<file path="config.mk">
export PLATFORM = sky130hd
export DESIGN_NAME = lfr_gen
export DESIGN_NICKNAME = d
export VERILOG_FILES = /design/src/rtl/lfr_pkg.sv /design/src/rtl/lfr_slot_seq.sv /design/src/rtl/lfr_block_mux.sv /design/src/rtl/lfr_gen.sv
export SDC_FILE = /design/constraint.sdc
export NUM_CORES = 1
export LEC_CHECK = 0
export BUFFER_PORTS_ARGS = -buffer_cell sky130_fd_sc_hd__buf_2
export CORE_UTILIZATION = 44
export CTS_CLUSTER_SIZE = 24
export DETAILED_ROUTE_END_ITERATION = 12
export HOLD_SLACK_MARGIN = 0.15
export PLACE_DENSITY = 0.76
export SLEW_MARGIN = 0
export SYNTH_ARGS = -nofsm -noshare
export SYNTH_HDL_FRONTEND = slang
export SYNTH_SLANG_ARGS = --single-unit
</file>
<file path="constraint.sdc">
create_clock -name clk -period 1.7 [get_ports clk]
set_input_delay 0.34 -clock clk [delete_from_list [all_inputs] [get_ports clk]]
set_output_delay 0.34 -clock clk [all_outputs]
set_load 0.1 [all_outputs]
</file>
<file path="src/rtl/lfr_pkg.sv">
package lfr_pkg;
   localparam int          BLK_W      = 66;
   localparam logic [1:0]  SYNC_CTRL  = 2'b10;
   localparam logic [7:0]  TYPE_OSET  = 8'h4B;
   localparam logic [7:0]  LF_CODE    = 8'h01;
   localparam logic [3:0]  OSET_CODE  = 4'h0;

   function automatic logic [BLK_W-1:0] fault_block();
      logic [BLK_W-1:0] r;
      r        = '0;
      r[1:0]   = SYNC_CTRL;
      r[9:2]   = TYPE_OSET;
      r[33:26] = LF_CODE;
      r[37:34] = OSET_CODE;
      return r;
   endfunction

   // built-in per-lane marker payload, distinct per lane
   function automatic logic [63:0] am_builtin(input int lane);
      logic [7:0] l8;
      l8 = 8'(lane);
      return {l8, 8'hE1, 8'h7C, 8'h2D, ~l8, 8'h1E, 8'h83, 8'hD2};
   endfunction
endpackage

</file>
<file path="src/rtl/lfr_slot_seq.sv">
module lfr_slot_seq #(
   parameter int NUM_LANES    = 20,
   parameter int LANE_SPACING = 16383,
   localparam int PERIOD      = NUM_LANES * (LANE_SPACING + 1),
   localparam int SLOT_W      = (PERIOD > 1) ? $clog2(PERIOD) : 1,
   localparam int LANE_W      = (NUM_LANES > 1) ? $clog2(NUM_LANES) : 1
) (
   input  logic              clk,
   input  logic              rst_n,
   input  logic              en_i,
   output logic              is_marker_o,
   output logic [LANE_W-1:0] lane_o
);
   localparam logic [SLOT_W-1:0] LAST = SLOT_W'(PERIOD - 1);
   localparam logic [SLOT_W-1:0] NL   = SLOT_W'(NUM_LANES);

   logic [SLOT_W-1:0] slot_q;

   // slot_q is the index of the slot emitted at the next enabled edge
   always_ff @(posedge clk or negedge rst_n) begin
      if (!rst_n) begin
         slot_q <= '0;
      end else if (!en_i) begin
         slot_q <= '0;
      end else if (slot_q == LAST) begin
         slot_q <= '0;
      end else begin
         slot_q <= slot_q + 1'b1;
      end
   end

   always_comb begin
      is_marker_o = (slot_q < NL);
      lane_o      = is_marker_o ? LANE_W'(slot_q) : '0;
   end
endmodule

</file>
<file path="src/rtl/lfr_block_mux.sv">
module lfr_block_mux #(
   parameter int NUM_LANES = 20,
   parameter bit USE_TABLE = 1'b0,
   parameter logic [NUM_LANES*64-1:0] AM_TABLE = '0,
   localparam int LANE_W = (NUM_LANES > 1) ? $clog2(NUM_LANES) : 1
) (
   input  logic                     is_marker_i,
   input  logic [LANE_W-1:0]        lane_i,
   output logic [lfr_pkg::BLK_W-1:0] block_o
);
   import lfr_pkg::*;

   logic [BLK_W-1:0] am_blk [NUM_LANES];

   for (genvar l = 0; l < NUM_LANES; l++) begin : g_lane
      if (USE_TABLE) begin : g_tab
         assign am_blk[l] = {AM_TABLE[l*64 +: 64], SYNC_CTRL};
      end else begin : g_int
         assign am_blk[l] = {am_builtin(l), SYNC_CTRL};
      end
   end

   always_comb begin
      block_o = fault_block();
      if (is_marker_i && (int'(lane_i) < NUM_LANES)) begin
         block_o = am_blk[lane_i];
      end
   end
endmodule

</file>
<file path="src/rtl/lfr_gen.sv">
module lfr_gen #(
   parameter int NUM_LANES    = 20,
   parameter int LANE_SPACING = 16383,
   parameter bit USE_TABLE    = 1'b0,
   parameter logic [NUM_LANES*64-1:0] AM_TABLE = '0
) (
   input  logic        clk,
   input  logic        rst_n,
   input  logic        en_i,
   output logic [65:0] block_o,
   output logic        valid_o,
   output logic        mark_o
);
   localparam int LANE_W = (NUM_LANES > 1) ? $clog2(NUM_LANES) : 1;

   if (NUM_LANES < 1 || NUM_LANES > 256) begin : g_bad_lanes
      $error("lfr_gen: NUM_LANES out of range");
   end
   if (LANE_SPACING < 1) begin : g_bad_spacing
      $error("lfr_gen: LANE_SPACING must be at least 1");
   end
   if (lfr_pkg::BLK_W != 66) begin : g_bad_width
      $error("lfr_gen: block width must be 66");
   end

   logic              is_marker;
   logic [LANE_W-1:0] lane;
   logic [65:0]       blk_next;

   lfr_slot_seq #(
      .NUM_LANES   (NUM_LANES),
      .LANE_SPACING(LANE_SPACING)
   ) u_seq (
      .clk        (clk),
      .rst_n      (rst_n),
      .en_i       (en_i),
      .is_marker_o(is_marker),
      .lane_o     (lane)
   );

   lfr_block_mux #(
      .NUM_LANES(NUM_LANES),
      .USE_TABLE(USE_TABLE),
      .AM_TABLE (AM_TABLE)
   ) u_mux (
      .is_marker_i(is_marker),
      .lane_i     (lane),
      .block_o    (blk_next)
   );

   always_ff @(posedge clk or negedge rst_n) begin
      if (!rst_n) begin
         block_o <= '0;
         valid_o <= 1'b0;
         mark_o  <= 1'b0;
      end else if (en_i) begin
         block_o <= blk_next;
         valid_o <= 1'b1;
         mark_o  <= is_marker;
      end else begin
         block_o <= '0;
         valid_o <= 1'b0;
         mark_o  <= 1'b0;
      end
   end
endmodule

</file>
==> run_results.csv <==
group,metric,value,unit
global_routing,grt_max_degree,26,
cts,clock_sinks,33,
cells_and_area,drive_gt1_share,40.87,%
run_status,outcome,"finished, final reports clean",
synth,ys_top_cells_by_area,"dfrtp_1, buf_4, xnor2_1",
cts,numCtsBuffers,5,
sta,final-setup-viol-count,0,
setup_path,cp_max_fo,4,
cells_and_area,nets,233,
sta,fin_crit,1.678,ns
synth,yosysTopAreaCell,"dfrtp_1",
hold_path,min_from,"en_i",
synth,yosys.area_share.simple,19.21,%
synth,async_reset_ff_share,100.0,%
cts,cts_tree,"yes",
setup_path,cp_num_buf_inv,0,
placed_design,port_buffers,44,
setup_path,worstPathCellList,"nand4_4 > or3_4 > or4_1 > a21oi_2",
detailed_routing,via_per_inst,4.668,
floorplan,core_area,4000,um2
flow_run,cap_violations,0,
cells_and_area,diodes,0,
power,power,2.315,mW
power,powerDensity,1065,nW/um2
global_routing,grt_pass1_wl,5147,um
synth,synth_seq_area_share,44.81,%
cts,clockBufferDepth,2,
detailed_routing,wire_per_inst,11.53,um
cts,cts_root_buffer,"clkbuf_8",
synth,ys.flop_type,"dfrtp_1",
placed_design,dpl.hpwl,2274,um
setup_path,r2r-start,"u_seq.slot_q[5]",
synth,postSynthCellCount,189,
cts,htreeDepth,2,
cells_and_area,final_cell_area,2173,um2
global_routing,antenna_found_initial,0,
sta,period_share,98.72,%
floorplan,num_rows,23,
detailed_routing,drtAntennaViolNets,0,
floorplan,die-area,4452,um2
detailed_routing,routed_wirelength,3229,um
floorplan,floorplan.initialDensity,46.07,%
sta,tightest_slew,0.5013,ns
global_routing,grt_remaining_overflow,0,
detailed_routing,firstDrtPassIters,4,
detailed_routing,vias,1307,
global_routing,grt_pass1_vias,1082,
setup_path,cp_slowest_stage_delay,0.52,ns
synth,synthAdderAreaFrac,0.6789,%
synth,synthXorXnorAreaFrac,7.128,%
synth,synth.cell_area,1843,um2
sta,hold_ws,0.2210,ns
cells_and_area,area_growth,17.92,%
setup_path,end_kind,"flip-flop",
synth,synth_edf_count,0,
synth,netlist.area_leader.share,44.81,%
floorplan,die_w,66.72,um
sta,finalHoldViolations,0,
cts,insertion_delay,0.29,ns
synth,synth_cell_types,29,
sta,max_freq,595.8,MHz
setup_path,worstSetupPathType,"reg -> reg",
power,ir_drop,414.9,uV
floorplan,ios,71,
synth,synthMuxAreaShare,0.6110,%
setup_path,cp-startpoint,"u_seq.slot_q[5]",
detailed_routing,drt_iter0_drc,74,
detailed_routing,route.detailed.drc,0,
setup_path,cp_slowest_cell,"or4_1",
synth,synth-seq-cells,33,
cells_and_area,fillCellCount,344,
placed_design,gp_congestion,0.8126,
synth,yosysWarnings,0,
setup_path,worstPathArrival,1.89,ns
cts,clk_pin_slew,0.07,ns
sta,skew,0.003750,ns
setup_path,required,1.92,ns
setup_path,crit_path_start_kind,"flip-flop",
sta,maxSlewViolCount,0,
power,leakage,1.075,nW
synth,synth_compound_area_share,2.987,%
sta,fin_tns_setup,0,ns
sta,slew_headroom,66.54,%
floorplan,die_h,66.72,um
global_routing,grt.total_usage,16.05,%
synth,synth_area_per_cell,9.751,um2
hold_path,hold_class,"in -> reg",
setup_path,cp_top_family,"simple AND/OR/NAND/NOR gates",
synth,synth_top_family_by_area,"buffers and inverters",
sta,rsz0062_at_grt,"yes",
placed_design,dpl-instance-area,1939,um2
logic make-up after synthesis:
kind of cell             Yosys count
AND/OR/NAND/NOR                   66
buffers and inverters             64
flip-flops                        33
XOR/XNOR                          15
AO/OA/AOI/OAI                      8
adder cells (fa/ha/maj)            1
other                              1
multiplexers                       1
synth_stat cells (4+ instances only):
cell	count
nor2_1	24
xnor2_1	14
nand2_1	9
nor4_1	11
inv_1	5
dfrtp_1	33
buf_4	55
and2_1	4
nand3_1	5
nor3_1	5
cells in the final DEF, fill, tap and decap left out, types with 2 or more instances in the layout:
cell and n:
and2_1 4, dfrtp_1 30, nand2_1 8, nor3_1 4, nor4_1 4, buf_2 44
xnor2_1 14, nor4_4 3, inv_1 5, clkbuf_8 5, conb_1 26, nand4b_1 2
nand3_1 5, nor4_2 4, nor2_1 23, buf_4 22, dfrtp_2 3
cell type report:
| type | instances | area, um2 | share of cell area (%) |
|---|---|---|---|
| sequential | 33 | 829.5 | 38.17 |
| tap | 50 | 62.56 | 2.879 |
| clock inverter | 3 | 46.29 | 2.130 |
| clock buffer | 5 | 68.82 | 3.166 |
| inverter | 5 | 18.77 | 0.8636 |
| multi-input combinational | 117 | 752.0 | 34.60 |
| timing repair buffer | 67 | 395.4 | 18.19 |
what timing repair did:
action,4_1_cts,5_1_grt
gates resized for setup,1,16
pin swaps,0,2
hold endpoints to repair,18,0
hold buffers,1,0
buffers inserted,0,3
endpoints found under the setup margin,4,47
layer usage:
layer,up-vias,global-route usage (%),share of wire [%]
met5,-,0,0
met4,0,5.585,1.6
met3,7,5.651,7.2
met2,60,27.90,51
met1,620,17.97,40
li1,620,-,-
registers in the layout (all words and copies together), names as in the netlist:
name and flops:
u_seq.slot_q 19, mark_o 1, block_o 13
where the power goes:
group / switching (mW) / internal, mW
combinational: 0.681 / 0.0650
clock: 0.310 / 0.438
sequential: 0.0151 / 0.806
total: 1.01 / 1.31
worst paths after layout:
check | cells after the start | endpoint | slack, ns
worst max-delay path | 4 | u_seq.slot_q[17] | 0.02
worst min-delay path | 1 | block_o[8] | 0.22
worst max register to register | 4 | u_seq.slot_q[17] | 0.02
worst min register to register | 1 | block_o[59] | 0.59
max in group asynchronous | 3 | u_seq.slot_q[17] | 0.64
min in group asynchronous | 2 | u_seq.slot_q[9] | 0.51
stage by stage:
stage	instances	utilization (%)	setup WS, ns
after global placement	268	48.48	-0.002841
after floorplan	214	-	-0.0006343
final	280	54.33	0.02168
after global routing	280	54.33	-0.06591
after CTS	277	51.74	0.003536
after detailed placement	268	48.48	-0.04450
Note: power is estimated with default switching activity, not from simulation.
